**src/rtl/mct_pkg.sv**
```systemverilog
package mct_pkg;

    typedef enum logic {
        FN_TIMER   = 1'b0,
        FN_COUNTER = 1'b1
    } mct_fn_e;

    typedef struct packed {
        logic samp;   // level seen at the last strobe
        logic fall;   // high-then-low seen at the last strobe
    } mct_edge_t;

endpackage

```
**src/rtl/mct_prescaler.sv**
```systemverilog
module mct_prescaler #(
    parameter int MC_CLKS = 6
) (
    input  logic clk,
    input  logic rst,
    output logic mc_stb
);
    localparam int PW = (MC_CLKS > 1) ? $clog2(MC_CLKS) : 1;
    localparam logic [PW-1:0] LAST = PW'(MC_CLKS - 1);

    logic [PW-1:0] phase_d, phase_q;

    always_comb begin
        mc_stb  = (phase_q == LAST);
        phase_d = mc_stb ? '0 : phase_q + 1'b1;
    end

    always_ff @(posedge clk) begin
        if (rst) phase_q <= '0;
        else     phase_q <= phase_d;
    end

    assert_phase_range_R1: assert property (@(posedge clk) disable iff (rst)
        phase_q <= LAST);

endmodule

```
**src/rtl/mct_fall_detect.sv**
```systemverilog
module mct_fall_detect
    import mct_pkg::*;
(
    input  logic clk,
    input  logic rst,
    input  logic mc_stb,
    input  logic ext_in,
    input  logic load_en,
    output logic fall_seen
);
    mct_edge_t e_d, e_q;

    always_comb begin
        e_d = e_q;
        if (load_en) begin
            e_d.samp = ext_in;
            e_d.fall = 1'b0;
        end else if (mc_stb) begin
            e_d.fall = e_q.samp & ~ext_in;
            e_d.samp = ext_in;
        end
        fall_seen = e_q.fall;
    end

    always_ff @(posedge clk) begin
        if (rst) e_q <= '0;
        else     e_q <= e_d;
    end

    assert_fall_detect_R3: assert property (@(posedge clk) disable iff (rst)
        (mc_stb && !load_en && e_q.samp && !ext_in) |=> fall_seen);

    assert_no_sample_between_R3: assert property (@(posedge clk) disable iff (rst)
        (!mc_stb && !load_en) |=> $stable(e_q));

endmodule

```
**src/rtl/mct_count_core.sv**
```systemverilog
module mct_count_core #(
    parameter int CNT_W = 16
) (
    input  logic             clk,
    input  logic             rst,
    input  logic             inc_req,
    input  logic             load_en,
    input  logic [CNT_W-1:0] load_val,
    input  logic             ovf_clr,
    output logic [CNT_W-1:0] count,
    output logic             ovf
);
    typedef struct packed {
        logic [CNT_W-1:0] cnt;
        logic             ovf;
    } core_t;

    core_t c_d, c_q;
    logic  wrap;

    always_comb begin
        c_d  = c_q;
        wrap = 1'b0;
        if (load_en) begin
            c_d.cnt = load_val;
        end else if (inc_req) begin
            c_d.cnt = c_q.cnt + 1'b1;
            wrap    = &c_q.cnt;
        end
        if (wrap)         c_d.ovf = 1'b1;
        else if (ovf_clr) c_d.ovf = 1'b0;
        count = c_q.cnt;
        ovf   = c_q.ovf;
    end

    always_ff @(posedge clk) begin
        if (rst) c_q <= '0;
        else     c_q <= c_d;
    end

    assert_ovf_sticky_R7: assert property (@(posedge clk) disable iff (rst)
        (ovf && !ovf_clr) |=> ovf);

    assert_load_wins_R6: assert property (@(posedge clk) disable iff (rst)
        load_en |=> (count == $past(load_val)));

    assert_idle_hold_R5: assert property (@(posedge clk) disable iff (rst)
        (!inc_req && !load_en) |=> $stable(count));

endmodule

```
**src/rtl/mct_timer_counter.sv**
```systemverilog
module mct_timer_counter
    import mct_pkg::*;
#(
    parameter int CNT_W   = 16,
    parameter int MC_CLKS = 6
) (
    input  logic             clk,
    input  logic             rst,
    input  logic             run_en,
    input  logic             cnt_sel,
    input  logic             ext_in,
    input  logic             load_en,
    input  logic [CNT_W-1:0] load_val,
    input  logic             ovf_clr,
    output logic [CNT_W-1:0] count,
    output logic             ovf
);
    logic mc_stb;
    logic fall_seen;
    logic inc_req;

    mct_prescaler #(.MC_CLKS(MC_CLKS)) u_presc (
        .clk    (clk),
        .rst    (rst),
        .mc_stb (mc_stb)
    );

    mct_fall_detect u_edge (
        .clk       (clk),
        .rst       (rst),
        .mc_stb    (mc_stb),
        .ext_in    (ext_in),
        .load_en   (load_en),
        .fall_seen (fall_seen)
    );

    always_comb begin
        inc_req = 1'b0;
        if (mc_stb && run_en)
            inc_req = (mct_fn_e'(cnt_sel) == FN_COUNTER) ? fall_seen : 1'b1;
    end

    mct_count_core #(.CNT_W(CNT_W)) u_core (
        .clk      (clk),
        .rst      (rst),
        .inc_req  (inc_req),
        .load_en  (load_en),
        .load_val (load_val),
        .ovf_clr  (ovf_clr),
        .count    (count),
        .ovf      (ovf)
    );

    assert_strobe_paced_R2: assert property (@(posedge clk) disable iff (rst)
        (!load_en && !mc_stb) |=> $stable(count));

    assert_event_gated_R8: assert property (@(posedge clk) disable iff (rst)
        (cnt_sel && !fall_seen && !load_en) |=> $stable(count));

endmodule

```
**config.mk**
```make
export PLATFORM = sky130hd
export DESIGN_NAME = mct_timer_counter
export DESIGN_NICKNAME = d
export VERILOG_FILES = /design/src/rtl/mct_pkg.sv /design/src/rtl/mct_prescaler.sv /design/src/rtl/mct_fall_detect.sv /design/src/rtl/mct_count_core.sv /design/src/rtl/mct_timer_counter.sv
export SDC_FILE = /design/constraint.sdc
export NUM_CORES = 1
export LEC_CHECK = 0
export ABC_AREA = 0
export BUFFER_PORTS_ARGS = -buffer_cell sky130_fd_sc_hd__buf_4
export CORE_MARGIN = 5
export CORE_UTILIZATION = 45
export DETAILED_ROUTE_END_ITERATION = 10
export PLACE_DENSITY = 0.79
export REMOVE_ABC_BUFFERS = 1
export SYNTH_ARGS = -nofsm -noshare
export SYNTH_HDL_FRONTEND = slang
export SYNTH_SLANG_ARGS = --single-unit
```
**constraint.sdc**
```tcl
create_clock -name clk -period 2.1 [get_ports clk]
set_input_delay 0.42 -clock clk [delete_from_list [all_inputs] [get_ports clk]]
set_output_delay 0.42 -clock clk [all_outputs]
set_load 0.01 [all_outputs]
```
; Word-level counts from Yosys, hierarchy flattened
; Index checks and enable logic that the tools add are counted.
[totals]
reg_bits = 22
elab_cells = 27
[op_classes]
n_addsub = 2
eq_ne = 1
muxes = 10
bitwise = 2
reduce_logical = 7
[ops]
columns = operator, n
row1 = $mux W16, 2
row2 = $add A16 B1 Y16 const B, 1
row3 = $reduce_and A16 Y1, 1
row4 = $mux W1, 6
row5 = $reduce_bool A2 Y1, 3
row6 = $mux W2, 2
row7 = $reduce_or A2 Y1, 2
row8 = $add A3 B1 Y3 const B, 1
row9 = $eq A3 B3 Y1 const B, 1
row10 = $and A1 B1 Y1, 1
row11 = $logic_and A1 B1 Y1, 1
row12 = $not A1 Y1, 1

; Depth between registers and ports, before layout
[logic_depth]
ltp_word = 6
depth_mapped = 7

; Modules after synthesis
; From an unflattened synthesis, not the netlist that was laid out.
[unflattened]
cells_unflattened = 141
hier_area_um2 = 1253.7
[by_module_without_submodules]
columns = module, n_inst, cells_each, area_per_inst_um2
row1 = mct_count_core, 1, 117, 1023.5
row2 = mct_prescaler, 1, 13, 133.9
row3 = mct_fall_detect, 1, 8, 80.1
row4 = mct_timer_counter, 1, 3, 16.3

; Worst setup path after synthesis
; No wires, ideal clock.
[synth_path]
path_type = input to register
start = input cnt_sel
end = register u_core.c_q (netlist bit u_core.count[15])
t_arrival_ps = 1891
t_required_ps = 2009
slack_ps = 118
stages = 6
path_buffers = 2
path_cell_list = nor2b_1 buf_6 or3_4 buf_6 or4_1 a311oi_1
[synth_between]
elab_chain_len = 3
[synth_lines]
columns = item, line
row1 = from (decl), mct_timer_counter.sv:10  ; input logic cnt_sel,
row2 = $mux W1, mct_timer_counter.sv:40  ; inc_req = (mct_fn_e'(cnt_sel) == FN_COUNTER) ? fall_seen : 1'b1;
row3 = $mux W1, mct_timer_counter.sv:39  ; if (mc_stb && run_en)
row4 = $reduce_bool A2 Y1 (no line), n/a
row5 = to (signal assigned), mct_count_core.sv:37  ; if (rst) c_q <= '0;
row6 = to (signal assigned), mct_count_core.sv:38  ; else c_q <= c_d;
row7 = to (decl), mct_count_core.sv:18  ; core_t c_d, c_q;
; No other way between the ends.
; A chain may end at the register's enable or synchronous reset.

; Final worst setup path
[layout_path]
start = register u_presc.phase_q[1]
end = register u_core.c_q (netlist bit u_core.count[9])
[layout_between]
elab_chain_len = 4
[layout_lines]
columns = item, line
row1 = from (decl), mct_prescaler.sv:11  ; logic [PW-1:0] phase_d, phase_q;
row2 = from (signal assigned), mct_prescaler.sv:20  ; else phase_q <= phase_d;
row3 = $eq A3 B3 Y1, mct_prescaler.sv:14  ; mc_stb = (phase_q == LAST);
row4 = $logic_and A1 B1 Y1, mct_timer_counter.sv:39
row5 = $mux W1, mct_timer_counter.sv:39
row6 = $reduce_bool A2 Y1 (no line), n/a
; No other way between the ends.

==> impl_metrics.csv <==
group,metric,value,unit
power,total_leakage_power,0.5990,nW
run,max_cap_violations,0,
cts,clock_latency,0.32,ns
die,placementRows,18,
route,drt_iter0_markers,19,
timing,setup_tns,0,ns
cts,cts_resized,0,
timing,fin_skew,0.01396,ns
setup_path,r2r_cells,6,
setup_path,rr_endpoint,"u_core.count[9]",
cts,numCtsBuffers,3,
route,via_per_inst,5.671,
setup_path,cp.required,2.34,ns
setup_path,crit_path_cell_trace,"inv_1, ha_1, nand3_1, or3_4, or4_1, a311oi_1",
global_routing,antenna_found_initial,0,
setup_path,critPathSlowestCell,"or4_1",
placed_design,portBuffers,39,
power,p_per_area,616.9,nW/um^2
power,ir_worst_vdd,0.5670,mV
cts,clk_pin_slew_worst_paths,0.13,ns
timing,hold_viol_final,0,
setup_path,critPathKind,"register to register",
setup_path,critPathCapture,"u_core.count[9]",
final_layout,ff_latch_area,441.7,um^2
synthesis,synth_seq_area_share,0.3753,
synthesis,ys_ff_latch,22,
setup_path,slowest_delay,0.53,ns
synthesis,syn_avg_cell_area,8.265,um^2
setup_path,r2r_slack,0.18,ns
timing,worst_pin_slew,0.3563,ns
die,die_y,61.07,um
setup_path,r2r-start,"u_presc.phase_q[1]",
final_layout,area_delta_synth_final,33.58,%
timing,clock.fmax,519.6,MHz
cts,htree_levels,1,
global_routing,grt_usage,0.1683,
placed_design,place_ws,0.1243,ns
setup_path,cp-start-kind,"register",
setup_path,crit_start,"u_presc.phase_q[1]",
timing,rsz0062_at_grt,"false",
route,drc_errors,0,
die,io_pins,40,
final_layout,insertedDiodeCount,0,
die,floorplan.initialDensity,0.4737,
route,wl_per_cell,13.85,um
hold_path,holdCritPathClass,"primary input to register",
route,vias,1208,
final_layout,fillers,233,
cts,cts_setup_buffers,0,
setup_path,worst-path-max-fanout,12,
route,drt-total-wl,2950,um
synthesis,yosysWarnings,0,
final_layout,drive_gt1_frac,0.2951,
cts,cts_tree,"built",
cts,clkSinkCount,22,
die,core-area,2477,um^2
placed_design,hpwl,2255,um
synthesis,synth.distinct_cells,29,
timing,period_share,0.9164,
global_routing,grt.overflow.total,0,
power,p_total,967.2,uW
timing,setup_slack,0.1755,ns
route,first_pass_iters,4,
final_layout,nets,210,
cts,cts_root_buf,"clkbuf_4",
synthesis,syn_inst,142,
final_layout,utilization,0.6328,
die,chipWidth,61.07,um
run_status,status,"finished, final reports clean",
timing,finalSetupViolCount,0,
cts,cts_hold_buf,0,
final_layout,multi_input_area,679.4,um^2
die,die-area,3730,um^2
global_routing,grt_start_max_net_pins,26,
timing,maxSlewHeadroom,0.7591,
global_routing,grt_pass1_vias,1203,
route,drtAntennaViolNets,0,
setup_path,end_kind,"register",
placed_design,place_congestion,0.8104,
setup_path,cp.arrival,2.17,ns
cts,clockBufferDepth,2,
timing,report.final.slew_viol_count,0,
global_routing,grt_pass1_wl,4878,um
synthesis,syn_area,1174,um^2
timing,min_period,1.925,ns
-- Yosys cell counts --
master,instances,area [um^2]
a21oi_1,3,15.01
or4_2,1,8.760
nand4bb_1,1,11.26
dfxtp_1,22,440.4
buf_6,2,22.52
nand2_1,12,45.04
a311oi_1,9,78.83
nor4_1,1,6.260
nor3b_1,3,22.52
mux2i_1,1,10.01
nor2_1,21,78.83
and2_1,2,12.51
ha_1,3,37.54
and4_1,2,17.52
inv_1,3,11.26
xor2_1,1,8.760
clkbuf_1,7,26.28
a211oi_1,6,45.04
nor3_1,4,20.02
o31ai_1,6,45.04
or4_1,5,37.54
nand3_1,7,35.03
or3_1,4,25.02
nor4b_1,1,8.760
nand4_1,2,12.51
o21ai_0,6,30.03
or3_4,1,11.26
xnor2_1,5,43.79
nor2b_1,1,6.260
-- final cells by class --
type	instances	share of cell area
clock buffers	3	0.01437
clock inverters	1	0.01915
inverters	3	0.007183
multi-input cells	108	0.4334
flip-flops and latches	22	0.2817
well taps	30	0.02394
repair buffers	46	0.2203
-- power breakdown --
part | internal, mW | switching, mW
registers | 0.446 | 0.0300
logic | 0.0914 | 0.0749
clock network | 0.193 | 0.132
-- flip-flops by register name, indices dropped and copies added (netlist names) --
register          cells
u_core.count         16
u_presc.phase_q       3
u_core.ovf            1
u_edge.e_q            1
u_edge.fall_seen      1
-- how the worst min path moves through the flow --
stage | from | to | slack, ns | cells after the start
3_3_place_gp | u_presc.phase_q[0] | u_presc.phase_q[0] | 0.44 | 1
2_1_floorplan | u_presc.phase_q[0] | u_presc.phase_q[0] | 0.43 | 1
5_1_grt | load_en | u_edge.fall_seen | 0.28 | 2
3_5_place_dp | u_core.ovf | u_core.ovf | 0.45 | 2
6_report | load_en | u_edge.fall_seen | 0.30 | 2
4_1_cts | load_en | u_edge.fall_seen | 0.28 | 2
-- worst max-delay path, delay by kind of cell (launching register included) --
kind                       cells  cell delay [ns]
buffers and inverters          1             0.05
AOI/OAI and AO/OA              1             0.25
DFF                            1             0.33
adders and majority gates      1             0.18
and+or+nand+nor                3             1.05
-- metrics by stage --
stage / hold slack, ns / instances / area [um^2]
2_1_floorplan: 0.4312 / 133 / 1125
3_3_place_gp: 0.4444 / 209 / 1508
3_5_place_dp: 0.4542 / 209 / 1508
4_1_cts: 0.2849 / 213 / 1560
5_1_grt: 0.2841 / 213 / 1568
6_report: 0.3024 / 213 / 1568
-- metal layers --
layer,share of wire,routed length (um),global-route usage,up-vias
met1,0.42,1246,0.1990,560
li1,-,-,-,610
met4,0.0044,13,0.03406,0
met5,0,0,0,-
met2,0.48,1415,0.3006,36
met3,0.093,273,0.05031,2
-- cell usage in the layout, fill, tap and decap left out, types with 2 or more instances in the layout --
cell,count
nand4_1,2
ha_1,3
buf_4,46
inv_1,3
nand2_1,12
or3_1,4
nor3_1,4
o21ai_0,6
dfxtp_1,21
clkbuf_4,3
nor3b_1,3
a211oi_1,6
nor2_1,21
or4_1,5
a311oi_1,8
xnor2_1,5
a21oi_1,3
nand3_1,7
o31ai_1,6
and4_1,2
and2_1,2
-- cells by family (layout without fill, tap and decap cells) --
family,count (synthesis),in the layout,synth area share
AND/OR/NAND/NOR,68,68,0.3060
AO/OA/AOI/OAI,30,30,0.1823
flip-flops,22,22,0.3753
buffers and inverters,12,53,0.05117
XOR/XNOR,6,6,0.04478
adder cells (fa/ha/maj),3,3,0.03199
multiplexers,1,1,0.008529
No activity file was read; power rests on OpenSTA's default activity.
